$ cat src/rtl/irqlv_pkg.sv
package irqlv_pkg;
  localparam int LVL_W = 2;
  typedef logic [LVL_W-1:0] lvl_t;
  localparam lvl_t LVL_IDLE = '1;
endpackage

$ cat src/rtl/irqlv_level_regs.sv
module irqlv_level_regs
  import irqlv_pkg::*;
#(
  parameter int NUM_REQ = 24,
  parameter int REG_W = 8,
  localparam int NUM_REGS = (NUM_REQ * LVL_W) / REG_W,
  localparam int ADDR_W = (NUM_REGS > 1) ? $clog2(NUM_REGS) : 1
) (
  input  logic                      clk,
  input  logic                      rst,
  input  logic                      we,
  input  logic [ADDR_W-1:0]         addr,
  input  logic [REG_W-1:0]          wdata,
  output logic [NUM_REQ*LVL_W-1:0]  lvl_flat
);
  localparam logic [ADDR_W:0] REG_CNT = (ADDR_W + 1)'(NUM_REGS);

  logic [REG_W-1:0] bank [NUM_REGS];
  logic             addr_ok;

  assign addr_ok = ({1'b0, addr} < REG_CNT);

  // one register per bank slot; reset to all ones so every request starts at level 3
  generate
    for (genvar g = 0; g < NUM_REGS; g++) begin : g_bank
      always_ff @(posedge clk) begin
        if (rst) begin
          bank[g] <= '1;
        end else if (we && addr_ok && (addr == ADDR_W'(g))) begin
          bank[g] <= wdata;
        end
      end
      assign lvl_flat[g*REG_W +: REG_W] = bank[g];
    end
  endgenerate

  // a write outside the bank leaves every level field alone
  a_r2_bad_addr_ignored: assert property (@(posedge clk) disable iff (rst)
    (we && !addr_ok) |=> $stable(lvl_flat));
endmodule

$ cat src/rtl/irqlv_select.sv
module irqlv_select
  import irqlv_pkg::*;
#(
  parameter int NUM_REQ = 24,
  localparam int ID_W = $clog2(NUM_REQ)
) (
  input  logic [NUM_REQ-1:0]        req,
  input  logic [NUM_REQ*LVL_W-1:0]  lvl_flat,
  input  lvl_t                      cur_lvl,
  output logic                      found,
  output logic [ID_W-1:0]           win_id,
  output lvl_t                      win_lvl
);
  lvl_t req_lvl [NUM_REQ];

  generate
    for (genvar g = 0; g < NUM_REQ; g++) begin : g_unpack
      assign req_lvl[g] = lvl_flat[g*LVL_W +: LVL_W];
    end
  endgenerate

  // scan upward; only a strictly lower level displaces the current pick,
  // so the lowest index wins among equal levels
  always_comb begin
    found   = 1'b0;
    win_id  = '0;
    win_lvl = LVL_IDLE;
    for (int i = 0; i < NUM_REQ; i++) begin
      if (req[i] && (req_lvl[i] < cur_lvl) && (!found || (req_lvl[i] < win_lvl))) begin
        found   = 1'b1;
        win_id  = ID_W'(i);
        win_lvl = req_lvl[i];
      end
    end
  end
endmodule

$ cat src/rtl/irqlv_level_stack.sv
module irqlv_level_stack
  import irqlv_pkg::*;
#(
  parameter int DEPTH = 3,
  localparam int CW = $clog2(DEPTH + 1),
  localparam int IW = (DEPTH > 1) ? $clog2(DEPTH) : 1
) (
  input  logic clk,
  input  logic rst,
  input  logic push,
  input  logic pop,
  input  lvl_t push_lvl,
  output lvl_t pop_lvl
);
  localparam logic [CW-1:0] FULL = CW'(DEPTH);

  lvl_t            mem [DEPTH];
  logic [CW-1:0]   cnt;
  logic [IW-1:0]   wr_idx;
  logic [IW-1:0]   rd_idx;

  assign wr_idx  = cnt[IW-1:0];
  assign rd_idx  = IW'(cnt - 1'b1);
  assign pop_lvl = (cnt == '0) ? LVL_IDLE : mem[rd_idx];

  always_ff @(posedge clk) begin
    if (rst) begin
      cnt <= '0;
    end else if (push && (cnt != FULL)) begin
      cnt <= cnt + 1'b1;
    end else if (pop && (cnt != '0)) begin
      cnt <= cnt - 1'b1;
    end
  end

  // storage without reset, one write port
  always_ff @(posedge clk) begin
    if (push && (cnt != FULL)) begin
      mem[wr_idx] <= push_lvl;
    end
  end

  // nesting never exceeds the number of levels below idle
  a_r10_no_overflow: assert property (@(posedge clk) disable iff (rst)
    push |-> (cnt != FULL));
  // a return never coincides with a new acceptance
  a_r8_no_push_on_pop: assert property (@(posedge clk) disable iff (rst)
    !(push && pop));
endmodule

$ cat src/rtl/irq_accept_ctrl.sv
module irq_accept_ctrl
  import irqlv_pkg::*;
#(
  parameter int NUM_REQ = 24,
  parameter int REG_W = 8,
  localparam int NUM_REGS = (NUM_REQ * LVL_W) / REG_W,
  localparam int ADDR_W = (NUM_REGS > 1) ? $clog2(NUM_REGS) : 1,
  localparam int ID_W = $clog2(NUM_REQ),
  localparam int NEST = (1 << LVL_W) - 1
) (
  input  logic                clk,
  input  logic                rst,
  input  logic [NUM_REQ-1:0]  irq_req,
  input  logic                cfg_we,
  input  logic [ADDR_W-1:0]   cfg_addr,
  input  logic [REG_W-1:0]    cfg_wdata,
  input  logic                ien_set,
  input  logic                ien_clr,
  input  logic                ack,
  input  logic                ret,
  output logic                accept,
  output logic [ID_W-1:0]     accept_id,
  output logic [LVL_W-1:0]    run_level,
  output logic                ien
);
  logic [NUM_REQ*LVL_W-1:0] lvl_flat;
  logic                     found;
  logic [ID_W-1:0]          win_id;
  lvl_t                     win_lvl;
  lvl_t                     pop_lvl;
  logic                     fire;

  logic                     accept_q;
  logic [ID_W-1:0]          id_q;
  lvl_t                     run_q;
  logic                     ien_q;

  irqlv_level_regs #(.NUM_REQ(NUM_REQ), .REG_W(REG_W)) u_regs (
    .clk      (clk),
    .rst      (rst),
    .we       (cfg_we),
    .addr     (cfg_addr),
    .wdata    (cfg_wdata),
    .lvl_flat (lvl_flat)
  );

  irqlv_select #(.NUM_REQ(NUM_REQ)) u_select (
    .req      (irq_req),
    .lvl_flat (lvl_flat),
    .cur_lvl  (run_q),
    .found    (found),
    .win_id   (win_id),
    .win_lvl  (win_lvl)
  );

  irqlv_level_stack #(.DEPTH(NEST)) u_stack (
    .clk      (clk),
    .rst      (rst),
    .push     (fire),
    .pop      (ret),
    .push_lvl (run_q),
    .pop_lvl  (pop_lvl)
  );

  // one outstanding acceptance at a time; a return cycle takes no new request
  assign fire = ien_q && found && !accept_q && !ret;

  always_ff @(posedge clk) begin
    if (rst) begin
      accept_q <= 1'b0;
      id_q     <= '0;
      run_q    <= LVL_IDLE;
      ien_q    <= 1'b0;
    end else if (fire) begin
      accept_q <= 1'b1;
      id_q     <= win_id;
      run_q    <= win_lvl;
      ien_q    <= 1'b0;
    end else begin
      if (accept_q && ack) begin
        accept_q <= 1'b0;
      end
      if (ret) begin
        run_q <= pop_lvl;
        ien_q <= 1'b1;
      end else if (ien_clr) begin
        ien_q <= 1'b0;
      end else if (ien_set) begin
        ien_q <= 1'b1;
      end
    end
  end

  assign accept    = accept_q;
  assign accept_id = id_q;
  assign run_level = run_q;
  assign ien       = ien_q;

  // with the flag clear, no acceptance can start
  a_r3_disabled_blocks: assert property (@(posedge clk) disable iff (rst)
    (!ien_q && !accept_q) |=> !accept_q);
  // an accepted level is always strictly below the level it interrupted
  a_r4_strictly_lower: assert property (@(posedge clk) disable iff (rst)
    $rose(accept_q) |-> (run_q < $past(run_q)));
  // the selected request is pending and qualifies against the running level
  a_r5_winner_pending: assert property (@(posedge clk) disable iff (rst)
    found |-> (irq_req[win_id] && (win_lvl < run_q)));
  // accept and its number hold until acknowledged
  a_r6_hold_until_ack: assert property (@(posedge clk) disable iff (rst)
    (accept_q && !ack) |=> (accept_q && $stable(id_q)));
  // acceptance leaves the enable flag clear
  a_r7_accept_disables: assert property (@(posedge clk) disable iff (rst)
    $rose(accept_q) |-> !ien_q);
  // a return re-enables and starts no acceptance
  a_r8_return_enables: assert property (@(posedge clk) disable iff (rst)
    (ret && !accept_q) |=> (ien_q && !accept_q));
endmodule

$ cat config.mk
export PLATFORM = sky130hd
export DESIGN_NAME = irq_accept_ctrl
export DESIGN_NICKNAME = d
export VERILOG_FILES = /design/src/rtl/irqlv_pkg.sv /design/src/rtl/irqlv_level_regs.sv /design/src/rtl/irqlv_select.sv /design/src/rtl/irqlv_level_stack.sv /design/src/rtl/irq_accept_ctrl.sv
export SDC_FILE = /design/constraint.sdc
export NUM_CORES = 1
export LEC_CHECK = 0
export ABC_AREA = 0
export BUFFER_PORTS_ARGS = -buffer_cell sky130_fd_sc_hd__buf_4
export CAP_MARGIN = 0
export CORE_UTILIZATION = 60
export CTS_CLUSTER_DIAMETER = 60
export DETAILED_ROUTE_END_ITERATION = 10
export PLACE_DENSITY = 0.8
export SLEW_MARGIN = 20
export SYNTH_ARGS = -nofsm -noshare
export SYNTH_HDL_FRONTEND = slang
export SYNTH_SLANG_ARGS = --single-unit
$ cat constraint.sdc
create_clock -name clk -period 9.5 [get_ports clk]
set_input_delay 1.9 -clock clk [delete_from_list [all_inputs] [get_ports clk]]
set_output_delay 1.9 -clock clk [all_outputs]
set_load 0.1 [all_outputs]
==> impl_results.md <==
- Core Util, Final: 70.3%
- Setup bufs post-CTS: 0
- Placed inst area: 0.00635 sq mm
- DP Cell Count: 840
- Register bit count reported by yosys: 65
- Pre-Repair DR Iteration Count: 8
- Top-area cell type share of the netlist area: 27.8%
- Reg-to-Reg Start: run_level[1]
- Hold Crit Class: flop to flop
- RSZ-0062 raised after global routing: false
- Crit path kind: input port to flop
- Longest Clk Path Bufs: 2
- Clk sink count: 65
- Core region area: 0.00933 sq mm
- Peak VDD IR: 0.0904 mV
- Hold Slack: 504 ps
- # Max-Cap Violations: 0
- Area of the multi-input gates: 0.00383 sq mm
- Leakage: 2.56 nW
- Worst-path clk slew: 80 ps
- Starting Density: 62.5%
- Max Fclk: 0.130 GHz
- DRC viols: 0
- Port Buffer Count: 50
- Final wirelength: 16.0 mm
- CTS Buf Count: 9
- Power Dens Cells: 162 mW/mm^2
- Vias per inst: 6.51
- Hold Vio Cnt, Final: 0
- DR vias: 5569
- Die Area: 0.0101 sq mm
- Most frequent cell after synthesis: nor2_1
- Worst path max stage delay: 640 ps
- CP max FO: 14
- Setup WS post-layout: 1810 ps
- # resized after CTS: 0
- Worst-margin pin slew: 806 ps
- DR WL/cell: 18.8 microns
- WP data required: 9750 ps
- Slowest CP cell: or4_4
- Gpl congestion: 0.937
- Total power: 1.06 mW
- Area grow syn2layout: 12.3%
- Placement Setup Slack: 1630 ps
- Total track usage: 33.6%
- Sequence of cells on the critical path: buf_4 -> nor3b_1 -> a21boi_2 -> nor4_4 -> nand3_2 -> or4_4 -> a211o_1 -> or2_0 -> o2111ai_1 -> nand3_1 -> o31ai_2 -> a21oi_1 -> mux2i_1 -> ha_1 -> or2_2 -> a21oi_1 -> a31oi_1 -> mux2i_1 -> inv_1 -> ha_1 -> a21boi_0 -> o21ai_1 -> and3_1 -> a311oi_1
- Layout Cells excl Fill: 855
- First-pass GRT wire length: 26.2 mm
- Initial antenna violation count: 0
- Worst Path Buf+Inv: 2
- Post-synth cell types: 79
- Arr. time, crit path: 7940 ps
- Status: finished, final reports clean
- Delay-heaviest family, CP: simple AND/OR/NAND/NOR gates
- Register area: 0.00184 sq mm
- Htree depth: 3
- Post-synthesis sequential area ratio: 31.6%
- Post-route cell area: 0.00655 sq mm
- Total global routing overflow: 0
- Vias in the first global route: 5350
- Rows: 35
- Cell count after synthesis: 666
- Number of flops mapped to enable cells by yosys: 54
- FFs w/ async S/R, synth: 0%
- CP endpoint kind: flop
- Largest net degree at the start of global routing: 25
- Diode count: 0
- Final worst path period share: 81.0%
- Top cells by area, synth: edfxtp_1, ha_1, nand2b_1
- Fillcell total: 768
- Hold Startpoint: accept_id[0]
- Die Ht: 101 microns
- Most frequent cells after synthesis: nor2_1, edfxtp_1, nand2b_1, a21oi_1, or2_2
- Worst-Skew Late Latency: 340 ps
- Synthesized net count: 739
- Root Buffer: clkbuf_8
- Post-layout min period: 7690 ps
- Yosys top cell by area: edfxtp_1
- Worst Setup Start Kind: input port
- Mapped Avg Cell Area: 8.76 sq um
- Fraction of layout instances using a drive strength above 1: 18.2%
- CTS tree: built
- Slew margin rel.: 45.8%
- Cell Area, Synth: 0.00583 sq mm
- Routed Antenna Nets: 0
- Slew Viols, Final: 0
- Ys Warns: 0
- Clock Skews: 10.0 ps
- Worst setup path startpoint: irq_req[0]
- Iteration-0 DRC count of the detailed router: 463
- Top-level I/O count: 51
- Count of final setup violators: 0
- Final net count: 795
- Hold-fix buffers, CTS: 0
- DP Wirelength: 12.3 mm
- Total negative slack: 0 ps
- Die Wd: 101 microns
- Most common flop cell mapped by yosys: edfxtp_1
## layer usage
metal / global-route usage, % / wire (microns)
met5: 0 / 0
met1: 45.5 / 6930
met2: 54.2 / 7270
met4: 14.8 / 578
met3: 4.30 / 1260
## flip-flops by register name, summed over array words and instances, names as in the netlist
name,flops
accept,1
accept_id,5
ien,1
run_level,2
u_regs.bank,48
u_stack.cnt,2
u_stack.mem,6
## final timing paths
check                       to  cells after the start  slack [ps]
hold reg to reg   accept_id[0]                      2         500
setup / recovery  accept_id[2]                     24        1810
setup reg to reg  accept_id[2]                     25        2520
hold / removal    accept_id[0]                      2         500
## area by class of cell
class,instances,area share (%)
tap,129,2.46
clock buffer,9,1.89
multi-input combinational,561,58.4
timing repair buffer,52,5.96
clock inverter,6,1.28
sequential,65,28.1
inverter,33,1.89
## placed cells by master (no fill, tap or decap), types with 6 or more instances in the layout
cell type	netlist	final
a211oi_1	18	18
a21boi_0	6	6
a21o_1	23	23
a21oi_1	38	38
a31oi_1	12	12
and2_1	9	9
and3_1	8	8
and3b_1	6	6
buf_4	1	52
clkbuf_8	0	9
dfxtp_1	11	11
edfxtp_1	54	54
ha_1	31	31
inv_1	33	33
nand2_1	34	34
nand2b_1	51	51
nand3_1	16	16
nand3b_1	13	13
nand4_1	7	7
nor2_1	55	55
nor2b_1	13	13
nor3_1	15	15
o211ai_1	6	6
o21a_1	7	7
o21ai_0	37	37
o31ai_1	7	7
o32ai_1	6	6
or2_2	38	38
or3_1	7	7
## power by group
part	internal (mW)	switching, mW	total [mW]	leakage, nW
Clock	0.145	0.114	0.259	0.0987
Sequential	0.331	0.0244	0.356	0.619
Combinational	0.168	0.278	0.446	1.85
## cell families (layout without fill, tap and decap cells)
kind of cell / Yosys count / count (layout) / share of synthesized area [%]
xor+xnor: 1 / 1 / 0.150
mux: 5 / 5 / 0.858
buf+inv: 40 / 100 / 2.81
simple gates: 291 / 291 / 28.2
compound gates: 230 / 230 / 29.2
flops: 65 / 65 / 31.6
fa+ha+maj: 34 / 34 / 7.16
## worst min-delay path: cells and delay by family (launching register included)
family	cells	cell delay [ps]
compound gates	1	50
flops	1	320
simple gates	1	90
Power figures use the tool's default switching activity.
